--- src/rtl/ddr_mon_pkg.sv ---
`timescale 1ns/1ps
// Shared command codes, violation bit indices and the nanosecond-to-cycle helper.
package ddr_mon_pkg;

    typedef enum logic [3:0] {
        CMD_NOP   = 4'd0,
        CMD_DESEL = 4'd1,
        CMD_MRS   = 4'd2,
        CMD_REF   = 4'd3,
        CMD_ACT   = 4'd4,
        CMD_RD    = 4'd5,
        CMD_WR    = 4'd6,
        CMD_BST   = 4'd7,
        CMD_PRE   = 4'd8,
        CMD_PDE   = 4'd9,
        CMD_SRE   = 4'd10,
        CMD_CKX   = 4'd11,
        CMD_CKL   = 4'd12,
        CMD_RDA   = 4'd13,
        CMD_WRA   = 4'd14,
        CMD_PREA  = 4'd15
    } cmd_e;

    localparam int V_MRD   = 0;
    localparam int V_OPEN  = 1;
    localparam int V_RCD   = 2;
    localparam int V_RP    = 3;
    localparam int V_RRD   = 4;
    localparam int V_RAS   = 5;
    localparam int V_RC    = 6;
    localparam int V_STATE = 7;
    localparam int V_NUM   = 8;

    // Round a picosecond limit up to whole clock cycles.
    function automatic int ps2cyc(input int lim_ps, input int clk_ps);
        return (lim_ps + clk_ps - 1) / clk_ps;
    endfunction

endpackage

--- src/rtl/ddr_cmd_decode.sv ---
`timescale 1ns/1ps
// Command decoder: turns one sample of the control pins into a command code.
// Assumes cke_prev/cke_cur are the clock-enable levels at the last and present edge.
// Purely combinational; the top module registers the result.
module ddr_cmd_decode
    import ddr_mon_pkg::*;
(
    input  logic cke_prev,
    input  logic cke_cur,
    input  logic cs_n,
    input  logic ras_n,
    input  logic cas_n,
    input  logic we_n,
    input  logic a10,
    output cmd_e cmd
);

    logic refresh_pat;
    assign refresh_pat = !cs_n && !ras_n && !cas_n && we_n;

    // Map clock-enable history first, then the strobe pattern.
    always_comb begin
        if (!cke_prev && !cke_cur) begin
            cmd = CMD_CKL;
        end else if (!cke_prev) begin
            cmd = CMD_CKX;
        end else if (!cke_cur) begin
            cmd = refresh_pat ? CMD_SRE : CMD_PDE;
        end else if (cs_n) begin
            cmd = CMD_DESEL;
        end else begin
            case ({ras_n, cas_n, we_n})
                3'b000:  cmd = CMD_MRS;
                3'b001:  cmd = CMD_REF;
                3'b010:  cmd = a10 ? CMD_PREA : CMD_PRE;
                3'b011:  cmd = CMD_ACT;
                3'b100:  cmd = a10 ? CMD_WRA : CMD_WR;
                3'b101:  cmd = a10 ? CMD_RDA : CMD_RD;
                3'b110:  cmd = CMD_BST;
                default: cmd = CMD_NOP;
            endcase
        end
    end

endmodule

--- src/rtl/ddr_bank_tracker.sv ---
`timescale 1ns/1ps
// Bank tracker: holds the open/closed state of every bank and the cycle ages
// since each bank's last activate and last close, plus bus-wide ages since the
// last activate and the last mode write. Reports this cycle's rule breaks.
// Assumes cmd is the decoded command of the present edge.
module ddr_bank_tracker
    import ddr_mon_pkg::*;
#(
    parameter int BA_W  = 2,
    parameter int T_RCD = 3,
    parameter int T_RP  = 3,
    parameter int T_RRD = 2,
    parameter int T_RAS = 6,
    parameter int T_RC  = 9,
    parameter int T_MRD = 2
) (
    input  logic              clk,
    input  logic              rst_n,
    input  cmd_e              cmd,
    input  logic [BA_W-1:0]   ba,
    output logic [(1<<BA_W)-1:0] open_o,
    output logic [V_NUM-1:0]  hit_o
);

    localparam int NB      = 1 << BA_W;
    localparam int ACT_LIM = (T_RC > T_RAS) ? ((T_RC > T_RCD) ? T_RC : T_RCD)
                                            : ((T_RAS > T_RCD) ? T_RAS : T_RCD);
    localparam int BUS_LIM = (T_RRD > T_MRD) ? T_RRD : T_MRD;
    localparam int MAXL    = (ACT_LIM > T_RP) ? ((ACT_LIM > BUS_LIM) ? ACT_LIM : BUS_LIM)
                                              : ((T_RP > BUS_LIM) ? T_RP : BUS_LIM);
    localparam int AW      = $clog2(MAXL + 1);

    localparam logic [AW-1:0] L_ACT = AW'(ACT_LIM);
    localparam logic [AW-1:0] L_RCD = AW'(T_RCD);
    localparam logic [AW-1:0] L_RP  = AW'(T_RP);
    localparam logic [AW-1:0] L_RRD = AW'(T_RRD);
    localparam logic [AW-1:0] L_RAS = AW'(T_RAS);
    localparam logic [AW-1:0] L_RC  = AW'(T_RC);
    localparam logic [AW-1:0] L_MRD = AW'(T_MRD);

    logic is_act, is_acc, is_ap, is_pre, is_prea, is_idle_need, is_real;
    assign is_act       = (cmd == CMD_ACT);
    assign is_acc       = (cmd == CMD_RD) || (cmd == CMD_WR) || (cmd == CMD_RDA) || (cmd == CMD_WRA);
    assign is_ap        = (cmd == CMD_RDA) || (cmd == CMD_WRA);
    assign is_pre       = (cmd == CMD_PRE);
    assign is_prea      = (cmd == CMD_PREA);
    assign is_idle_need = (cmd == CMD_MRS) || (cmd == CMD_REF) || (cmd == CMD_SRE);
    assign is_real      = (cmd != CMD_NOP) && (cmd != CMD_DESEL) && (cmd != CMD_CKL);

    logic [NB-1:0] open_q;
    logic [NB-1:0] act_sel, acc_sel, pre_sel, close_sel;
    logic [NB-1:0] rcd_b, rp_b, ras_b, rc_b, st_b;

    genvar b;
    generate
        for (b = 0; b < NB; b++) begin : g_bank
            logic [AW-1:0] act_age;
            logic [AW-1:0] pre_age;

            assign act_sel[b]   = is_act && (ba == BA_W'(b));
            assign acc_sel[b]   = is_acc && (ba == BA_W'(b));
            assign pre_sel[b]   = (is_pre && (ba == BA_W'(b))) || is_prea;
            assign close_sel[b] = open_q[b] && (pre_sel[b] || (is_ap && (ba == BA_W'(b))));

            assign rcd_b[b] = acc_sel[b] && open_q[b] && (act_age < L_RCD);
            assign rp_b[b]  = act_sel[b] && (pre_age < L_RP);
            assign ras_b[b] = pre_sel[b] && open_q[b] && (act_age < L_RAS);
            assign rc_b[b]  = act_sel[b] && (act_age < L_RC);
            assign st_b[b]  = (acc_sel[b] && !open_q[b]) || (act_sel[b] && open_q[b]);

            // Update this bank's open flag and its two saturating ages.
            always_ff @(posedge clk) begin
                if (!rst_n) begin
                    open_q[b] <= 1'b0;
                    act_age   <= L_ACT;
                    pre_age   <= L_RP;
                end else begin
                    if (act_sel[b]) begin
                        open_q[b] <= 1'b1;
                        act_age   <= AW'(1);
                    end else begin
                        if (close_sel[b]) open_q[b] <= 1'b0;
                        if (act_age < L_ACT) act_age <= act_age + AW'(1);
                    end
                    if (close_sel[b])       pre_age <= AW'(1);
                    else if (pre_age < L_RP) pre_age <= pre_age + AW'(1);
                end
            end


            act_open_chk: assert property (@(posedge clk) disable iff (!rst_n)
                act_sel[b] |=> open_q[b]);
        end
    endgenerate

    logic [AW-1:0]   rrd_age;
    logic [AW-1:0]   mrd_age;
    logic [BA_W-1:0] last_ba;

    // Track bus-wide ages since the last activate and the last mode write.
    always_ff @(posedge clk) begin
        if (!rst_n) begin
            rrd_age <= L_RRD;
            mrd_age <= L_MRD;
            last_ba <= '0;
        end else begin
            if (is_act) begin
                rrd_age <= AW'(1);
                last_ba <= ba;
            end else if (rrd_age < L_RRD) begin
                rrd_age <= rrd_age + AW'(1);
            end
            if (cmd == CMD_MRS)       mrd_age <= AW'(1);
            else if (mrd_age < L_MRD) mrd_age <= mrd_age + AW'(1);
        end
    end

    // Gather this cycle's rule breaks into one vector.
    always_comb begin
        hit_o          = '0;
        hit_o[V_MRD]   = is_real && (mrd_age < L_MRD);
        hit_o[V_OPEN]  = is_idle_need && (|open_q);
        hit_o[V_RCD]   = |rcd_b;
        hit_o[V_RP]    = |rp_b;
        hit_o[V_RRD]   = is_act && (rrd_age < L_RRD) && (last_ba != ba);
        hit_o[V_RAS]   = |ras_b;
        hit_o[V_RC]    = |rc_b;
        hit_o[V_STATE] = |st_b;
    end

    assign open_o = open_q;


    prea_close_chk: assert property (@(posedge clk) disable iff (!rst_n)
        is_prea |=> (open_q == '0));

endmodule

--- src/rtl/ddr_viol_log.sv ---
`timescale 1ns/1ps
// Violation log: sticky OR of rule-break bits and a saturating count of
// cycles with any break. Assumes clr has priority over new breaks.
module ddr_viol_log #(
    parameter int NV = 8,
    parameter int EW = 8
) (
    input  logic          clk,
    input  logic          rst_n,
    input  logic          clr,
    input  logic [NV-1:0] hit,
    output logic [NV-1:0] viol_o,
    output logic [EW-1:0] err_o
);

    localparam logic [EW-1:0] ERR_MAX = {EW{1'b1}};

    // Accumulate breaks and count violating cycles until cleared.
    always_ff @(posedge clk) begin
        if (!rst_n) begin
            viol_o <= '0;
            err_o  <= '0;
        end else if (clr) begin
            viol_o <= '0;
            err_o  <= '0;
        end else begin
            viol_o <= viol_o | hit;
            if ((|hit) && (err_o != ERR_MAX)) err_o <= err_o + EW'(1);
        end
    end


    clr_zero_chk: assert property (@(posedge clk) disable iff (!rst_n)
        clr |=> (viol_o == '0) && (err_o == '0));


    sticky_keep_chk: assert property (@(posedge clk) disable iff (!rst_n)
        !clr |=> ((viol_o & $past(viol_o)) == $past(viol_o)));


    err_sat_chk: assert property (@(posedge clk) disable iff (!rst_n)
        (!clr && err_o == ERR_MAX) |=> (err_o == ERR_MAX));

endmodule

--- src/rtl/ddr_cmd_monitor.sv ---
`timescale 1ns/1ps
// DDR command bus monitor: decodes each sampled command, tracks open banks,
// and logs timing/ordering rule breaks. Timing limits are given in ps and
// rounded up to cycles of CLK_PS. Assumes synchronous active-low reset.
module ddr_cmd_monitor
    import ddr_mon_pkg::*;
#(
    parameter int BA_W     = 2,
    parameter int ERR_W    = 8,
    parameter int CLK_PS   = 7500,
    parameter int T_RCD_PS = 20000,
    parameter int T_RP_PS  = 20000,
    parameter int T_RRD_PS = 15000,
    parameter int T_RAS_PS = 45000,
    parameter int T_RC_PS  = 65000,
    parameter int T_MRD_CY = 2
) (
    input  logic                   clk,
    input  logic                   rst_n,
    input  logic                   clr,
    input  logic                   cke_prev,
    input  logic                   cke_cur,
    input  logic                   cs_n,
    input  logic                   ras_n,
    input  logic                   cas_n,
    input  logic                   we_n,
    input  logic [BA_W-1:0]        ba,
    input  logic                   a10,
    output logic [3:0]             cmd_code,
    output logic [(1<<BA_W)-1:0]   bank_open,
    output logic [V_NUM-1:0]       viol,
    output logic [ERR_W-1:0]       err_cnt
);

    localparam int C_RCD = ps2cyc(T_RCD_PS, CLK_PS);
    localparam int C_RP  = ps2cyc(T_RP_PS,  CLK_PS);
    localparam int C_RRD = ps2cyc(T_RRD_PS, CLK_PS);
    localparam int C_RAS = ps2cyc(T_RAS_PS, CLK_PS);
    localparam int C_RC  = ps2cyc(T_RC_PS,  CLK_PS);

    cmd_e             cur_cmd;
    logic [V_NUM-1:0] hit;

    ddr_cmd_decode u_dec (
        .cke_prev (cke_prev),
        .cke_cur  (cke_cur),
        .cs_n     (cs_n),
        .ras_n    (ras_n),
        .cas_n    (cas_n),
        .we_n     (we_n),
        .a10      (a10),
        .cmd      (cur_cmd)
    );

    ddr_bank_tracker #(
        .BA_W  (BA_W),
        .T_RCD (C_RCD),
        .T_RP  (C_RP),
        .T_RRD (C_RRD),
        .T_RAS (C_RAS),
        .T_RC  (C_RC),
        .T_MRD (T_MRD_CY)
    ) u_trk (
        .clk    (clk),
        .rst_n  (rst_n),
        .cmd    (cur_cmd),
        .ba     (ba),
        .open_o (bank_open),
        .hit_o  (hit)
    );

    ddr_viol_log #(
        .NV (V_NUM),
        .EW (ERR_W)
    ) u_log (
        .clk    (clk),
        .rst_n  (rst_n),
        .clr    (clr),
        .hit    (hit),
        .viol_o (viol),
        .err_o  (err_cnt)
    );

    // Register the decoded command for the output.
    always_ff @(posedge clk) begin
        if (!rst_n) cmd_code <= CMD_NOP;
        else        cmd_code <= cur_cmd;
    end


    desel_code_chk: assert property (@(posedge clk) disable iff (!rst_n)
        (cke_prev && cke_cur && cs_n) |=> (cmd_code == 4'(CMD_DESEL)));


    closed_access_chk: assert property (@(posedge clk) disable iff (!rst_n)
        (!clr && !bank_open[ba] && ((cur_cmd == CMD_RD) || (cur_cmd == CMD_WR) ||
         (cur_cmd == CMD_RDA) || (cur_cmd == CMD_WRA))) |=> viol[V_STATE]);

endmodule

--- config.mk ---
export PLATFORM = sky130hd
export DESIGN_NAME = ddr_cmd_monitor
export DESIGN_NICKNAME = d
export VERILOG_FILES = /design/src/rtl/ddr_mon_pkg.sv /design/src/rtl/ddr_cmd_decode.sv /design/src/rtl/ddr_bank_tracker.sv /design/src/rtl/ddr_viol_log.sv /design/src/rtl/ddr_cmd_monitor.sv
export SDC_FILE = /design/constraint.sdc
export NUM_CORES = 1
export LEC_CHECK = 0
export BUFFER_PORTS_ARGS = -buffer_cell sky130_fd_sc_hd__buf_2
export CAP_MARGIN = 20
export CORE_UTILIZATION = 40
export CTS_CLUSTER_DIAMETER = 50
export DETAILED_ROUTE_END_ITERATION = 10
export GPL_TIMING_DRIVEN = 0
export SETUP_SLACK_MARGIN = 0.05
export SYNTH_ARGS = -nofsm -noshare
export SYNTH_HDL_FRONTEND = slang
export SYNTH_SLANG_ARGS = --single-unit
--- constraint.sdc ---
create_clock -name clk -period 6.1 [get_ports clk]
set_input_delay 0.305 -clock clk [delete_from_list [all_inputs] [get_ports clk]]
set_output_delay 0.305 -clock clk [all_outputs]
set_load 0.02 [all_outputs]
==> out/qor.csv, run 1 <==
metric,value,unit
maximum clock path buffer count,2,
Reg area,1321,um^2
htree depth,3,
worst min path class,primary input to flop,
post-synth top area share,39.79,%
Starting Density,42.10,%
routability congestion estimate,0.8622,
"Primary FF master, synth",dfxtp_1,
Power Density,294.7,nW/um^2
root buf cell,clkbuf_8,
Layout Area Growth over Synthesis,14.24,%
critical path data arrival time,2.99,ns
"Net Count, Synth",419,
register bit total from synthesis,66,
die width,93.12,um
dominant cell by count in the synthesized netlist,dfxtp_1,
Worst EP required,6.38,ns
crit share post-route,44.37,%
worst skew pair latency,0.35,ns
cts bufs inserted,9,
largest cells by area after synthesis,"dfxtp_1 40%, ha_1 5.7%, nor2_1 5.2%",
Total GRT Usage,19.08,%
worst vdd ir,0.1662,mV
Yosys top cell by area,dfxtp_1,
Inst Count DP,526,
asr flop ratio synth,0,%
Sw Share,30.03,%
Pre-antenna DRT Iters,5,
largest net degree at the start of global routing,11,
P_sw,0.3357,mW
core area,7888,um^2
Post-CTS Hold Buffers,0,
Crit-path slowest cell,o21ai_0,
register area share after synthesis,39.79,%
Diodes inserted,0,
Slew HR,43.93,%
share of cells above drive strength 1,13.67,%
Max-cap violations,0,
RSZ-0062 raised after global routing,false,
total gr overflow,0,
Post-DRT Antenna Nets,0,
detailed-placement wirelength estimate,5.739,mm
min Tclk post-route,2.706,ns
# port buffers,32,
final wirelength,7.776,mm
CP Capture Type,flop,
actual transition at the worst max-transition pin,0.8323,ns
vias in the first global route,2699,
CTS tree,built,
mapped cell area,3321,um^2
postcts setup bufs,0,
"Reg clk slew, reported paths",0.07,ns
Resize count post-CTS,0,
Final setup viols,0,
Internal,0.7823,mW
worst stage delay on the critical path,0.65,ns
Finished Layout Cells,541,
Mapped Cells,392,
combinational group share of total power,22.9,%
area of the multi-input gates,1858,um^2
final hold violations,0,
Pleak,1.602,nW
setup TNS,0,ns
count of cell types in the netlist,57,
Flop pwr share,44.6,%
final slew viol count,0,
critical-path cell list,nor4bb_1 > a22oi_1 > o211ai_1 > nand2_1 > o21ai_0 > o21ai_4 > or3_1 > a21oi_1,
Ys Warns,0,
I/O pins,36,
DRC viols,0,
DR vias/cell,5.335,
vias,2886,
drt first-iter violations,134,
clk sinks,66,
initial antenna violation count,0,
Startpoint Class,flop,
Post-synth top cells,"66 x dfxtp_1, 46 x nor2_1, 32 x nand2_1, 25 x o21ai_0",
# rows,32,
worst-path fanout max,9,
Layout Nets,462,
post-synthesis area per instance,8.471,um^2
Die H,93.12,um
critical path class,flop to flop,
WL per Instance,14.37,um
clock network power share,32.5,%
fillers,766,
global-route wire length before repair,12.92,mm
Max Freq,0.3695,GHz
full die area,8670,um^2
number of flops mapped to enable cells by yosys,0,
status,"complete, no violations",
worst clock skew,0.005214,ns
-- through the flow --
step	setup slack [ns]	utilization [%]	total power, mW	area [um^2]	hold slack (ns)
after floorplan	3.566	-	0.7065	3321	0.4377
after global placement	3.111	45.75	0.7547	3608	0.4391
after detailed placement	3.045	45.75	0.7645	3608	0.4405
after CTS	3.368	48.10	1.123	3794	0.2618
after global routing	3.152	48.10	1.182	3794	0.2851
final	3.394	48.10	1.118	3794	0.2723
-- state kept, by name, summed over array words and instances (netlist names) --
signal / cells
u_trk.g_bank.act_age: 16
u_trk.g_bank.pre_age: 16
u_log.err_o: 8
u_trk.open_o: 4
u_trk.mrd_age: 4
u_trk.rrd_age: 4
u_trk.last_ba: 2
u_log.viol_o: 8
cmd_code: 4
-- cells by family after synthesis --
logic type | Yosys count | synth area share [%]
AO/OA/AOI/OAI | 94 | 18.88
XOR/XNOR | 16 | 4.220
multiplexers | 7 | 2.637
adder cells (fa/ha/maj) | 15 | 5.652
flip-flops | 66 | 39.79
AND/OR/NAND/NOR | 158 | 24.57
buffers and inverters | 36 | 4.258
-- placed cells by master (no fill, tap or decap), types with 3 or more instances in the layout --
cell | synthesis | final
o21a_1 | 3 | 3
nor2b_1 | 8 | 8
a21boi_0 | 6 | 6
clkbuf_8 | 0 | 10
inv_1 | 22 | 22
clkbuf_1 | 8 | 10
a31oi_1 | 7 | 7
a21o_1 | 5 | 5
o21ai_0 | 25 | 25
or3_1 | 4 | 4
and2_1 | 4 | 4
nand2_1 | 32 | 32
dfxtp_1 | 66 | 66
nor3_1 | 6 | 6
nor2_1 | 46 | 46
a311oi_1 | 5 | 5
xnor2_1 | 11 | 11
a21oi_1 | 22 | 22
and3_1 | 14 | 14
a22oi_1 | 3 | 3
ha_1 | 15 | 15
nand2b_1 | 8 | 8
nand3_1 | 16 | 16
o211ai_1 | 6 | 6
xor2_1 | 5 | 5
buf_2 | 4 | 36
nor4bb_1 | 3 | 3
mux2i_1 | 5 | 5
-- metal layers --
metal	wire length, um	global-route usage [%]	vias to the layer above
li1	-	-	1472
met1	3737	25.52	1348
met2	3618	29.72	57
met3	313	4.797	9
met4	106	6.795	0
met5	0	0	-
-- critical path, delay by kind of cell, from the launching register on --
kind	cells	cell delay (ns)
simple gates	3	0.89
compound gates	5	1.29
flops	1	0.46
-- cell type report --
class                      count  area share, %
buffer                        14          1.550
clock buffer                  12          3.826
clock inverter                 3          1.055
inverter                      22          2.177
multi-input combinational    290          48.98
sequential                    66          34.83
tap                          102          3.364
timing repair buffer          32          4.222
-- power by group through the flow --
stage	Sequential (mW)	Clock, mW	Combinational (mW)
2_1_floorplan	0.505	0	0.202
3_3_place_gp	0.507	0	0.247
3_5_place_dp	0.509	0	0.256
4_1_cts	0.499	0.367	0.257
5_1_grt	0.504	0.388	0.289
6_report	0.499	0.363	0.256
-- final timing paths --
kind / end / cells after the start / from / slack (ns)
hold reg to reg: u_log.viol_o[1] / 2 / u_log.viol_o[1] / 0.45
hold / removal: u_log.err_o[1] / 4 / clr / 0.27
setup reg to reg: u_log.err_o[7] / 8 / u_trk.open_o[1] / 3.39
setup / recovery: u_log.err_o[7] / 8 / u_trk.open_o[1] / 3.39
Note: power is estimated with default switching activity, not from simulation.
==> run 2: changes to the inputs <==
Settings changed: ABC_AREA from default to 1.
Clock period 6.1 ns to 2.7 ns, I/O delays scaled along.
==> run 2 against run 1 <==
  * Maximum frequency grew 33%
  * Critical endpoint unchanged
  * Sequential share of layout area is 1.8 points lower
  * Largest power group unchanged
  * Clock power is 140% higher
==> out/qor.csv, run 2 <==
metric,value,unit,change
count of cell types in the netlist,34,,-40%
"commonest non-fill, non-tap cell in the layout",nand2_1,,
root buf cell,clkbuf_8,,
"delay-heaviest family, CP",simple AND/OR/NAND/NOR gates,,
CTS tree,built,,
final hold violations,0,,unchanged
"Primary FF master, synth",dfxtp_1,,
Sw Share,30.40,%,+0.38 points
largest net degree at the start of global routing,11,,unchanged
crit share post-route,75.64,%,+31 points
Max Freq,0.4896,GHz,+33%
Max-cap violations,0,,unchanged
Yosys top cell by area,dfxtp_1,,
critical path data arrival time,2.33,ns,-0.66 ns
fillers,883,,+15%
Power Density,643.6,nW/um^2,+120%
mapped cell area,3486,um^2,+5.0%
initial antenna violation count,0,,unchanged
worst stage delay on the critical path,0.38,ns,-0.27 ns
maximum clock path buffer count,2,,unchanged
Flop pwr share,44.2,%,-0.4 points
worst vdd ir,0.4001,mV,+140%
worst-path fanout max,10,,+1
top flop regs,"u_trk.g_bank.act_age: 16 flops, u_trk.g_bank.pre_age: 16 flops",,
Crit-path slowest cell,dfxtp_1,,
global-route wire length before repair,12.88,mm,-0.32%
Die H,95.35,um,+2.4%
setup TNS,0,ns,unchanged
register bit total from synthesis,66,,unchanged
Internal,1.790,mW,+130%
clk sinks,66,,unchanged
asr flop ratio synth,0,%,unchanged
P_sw,0.7819,mW,+130%
clock network power share,33.5,%,+1.0 points
worst min path class,primary input to flop,,
core area,8341,um^2,+5.7%
WL per Instance,11.98,um,-17%
Resize count post-CTS,0,,unchanged
"Net Count, Synth",519,,+24%
Layout Area Growth over Synthesis,14.64,%,
Diodes inserted,0,,unchanged
share of cells above drive strength 1,15.68,%,+2.0 points
CP Capture Type,flop,,
Finished Layout Cells,647,,+20%
vias in the first global route,2888,,+7.0%
Post-CTS Hold Buffers,0,,unchanged
total power,2.572,mW,+130%
register area share after synthesis,37.90,%,-1.9 points
Slew HR,60.29,%,+16 points
Mapped Cells,492,,+26%
Post-synth top cells,"95 x nand2_1, 74 x inv_1, 66 x dfxtp_1, 65 x nor2_1, 41 x nand3_1",,
number of flops mapped to enable cells by yosys,0,,unchanged
final slew viol count,0,,unchanged
status,"complete, no violations",,
htree depth,3,,unchanged
"Reg clk slew, reported paths",0.07,ns,about the same
area of the multi-input gates,1834,um^2,-1.3%
routability congestion estimate,0.8899,,+3.2%
Final setup viols,0,,unchanged
Ys Warns,0,,unchanged
min Tclk post-route,2.042,ns,-0.6641 ns
I/O pins,36,,unchanged
Reg area,1321,um^2,unchanged
Post-DRT Antenna Nets,0,,unchanged
DR vias/cell,4.893,,-8.3%
Worst EP required,2.99,ns,-3.39 ns
total gr overflow,0,,unchanged
largest cells by area after synthesis,"dfxtp_1 38%, nand2_1 10%, inv_1 8.0%",,
most frequent cells in the layout,"95 x nand2_1, 74 x inv_1, 66 x dfxtp_1",,
drt first-iter violations,167,,+25%
Layout Nets,565,,+22%
full die area,9092,um^2,+4.9%
post-synthesis area per instance,7.085,um^2,-16%
critical-path cell list,inv_1 > ha_1 > a21oi_1 > inv_1 > nand3_1 > nand2_1 > nor2_1 > nand3_2 > nor2_4 > nand2_8 > nand2_4 > nand2_1 > a21oi_2,,
slack of the worst reg-to-reg path,0.66,ns,-2.74 ns
die width,95.35,um,+2.4%
Pre-antenna DRT Iters,4,,-1
actual transition at the worst max-transition pin,0.5956,ns,-0.2367 ns
critical path class,flop to flop,,
combinational group share of total power,22.2,%,-0.7 points
cts bufs inserted,9,,unchanged
postcts setup bufs,0,,unchanged
detailed-placement wirelength estimate,5.920,mm,+3.2%
Pleak,1.939,nW,+21%
Starting Density,41.79,%,-0.31 points
worst skew pair latency,0.35,ns,about the same
DRC viols,0,,unchanged
final core utilization,47.91,%,-0.18 points
vias,3166,,+9.7%
dominant cell by count in the synthesized netlist,nand2_1,,
worst clock skew,0.007858,ns,+0.002644 ns
Bufs and invs on worst path,2,,+2
# rows,33,,+3.1%
# port buffers,35,,+9.4%
RSZ-0062 raised after global routing,false,,
Inst Count DP,632,,+20%
Startpoint Class,flop,,
post-synth top area share,37.90,%,-1.9 points
Total GRT Usage,18.66,%,-0.43 points
final wirelength,7.752,mm,-0.31%
## run 2: routing by layer
layer	wire length [um]	global-route usage, %	part of all wire, %	vias up
met5	0	0	0	-
met4	114	6.818	1.5	0
met3	360	5.423	4.6	13
met2	3550	30.42	46	65
met1	3727	23.20	48	1425
li1	-	-	-	1663
## run 2: per-stage QoR
stage | hold slack [ns] | instance area (um^2) | worst slack [ns]
after floorplan | 0.2737 | 3486 | 0.9092
after global placement | 0.4153 | 3792 | 0.4528
after detailed placement | 0.4168 | 3792 | 0.4264
after CTS | 0.08568 | 3996 | 0.6512
after global routing | 0.1141 | 3996 | 0.4363
final | 0.1022 | 3996 | 0.6577
## run 2: cells by family (layout without fill, tap and decap cells)
logic type                 count (synthesis)  count (layout)  share of synthesized area [%]
adders and majority gates                 15              15                          5.384
DFF                                       66              66                          37.90
AOI/OAI and AO/OA                         64              64                          10.70
xor gates and xnor gates                  12              12                          3.015
buffers and inverters                     84             134                          9.476
and+or+nand+nor                          251             251                          33.52
## run 2: power groups by stage
| stage | clock (mW) | sequential (mW) | combinational (mW) |
|---|---|---|---|
| global route | 0.927 | 1.15 | 0.668 |
| global placement | 0 | 1.16 | 0.553 |
| finish | 0.863 | 1.14 | 0.572 |
| floorplan | 0 | 1.15 | 0.446 |
| detailed placement | 0 | 1.16 | 0.575 |
| CTS | 0.895 | 1.14 | 0.578 |
## run 2: worst paths after layout
kind	cells past startpoint	endpoint	start
setup / recovery	13	u_log.err_o[7]	u_trk.g_bank[1].act_age[1]
hold / removal	3	u_trk.last_ba[1]	ba[1]
setup reg to reg	13	u_log.err_o[7]	u_trk.g_bank[1].act_age[1]
hold reg to reg	2	u_trk.g_bank[1].pre_age[3]	u_trk.g_bank[1].pre_age[3]
## run 2: worst min-delay path: cells and delay by family
| family | cells | cell delay [ns] |
|---|---|---|
| buffers and inverters | 1 | 0.14 |
| AND/OR/NAND/NOR | 1 | 0.08 |
| AO/OA/AOI/OAI | 1 | 0.07 |
## run 2: final cells by class
type	instances	area share [%]
inverter	79	7.483
clock buffer	13	4.227
multi-input combinational	342	45.90
tap	105	3.287
timing repair buffer	35	4.383
clock inverter	2	0.8766
sequential	66	33.06
buffer	5	0.7827
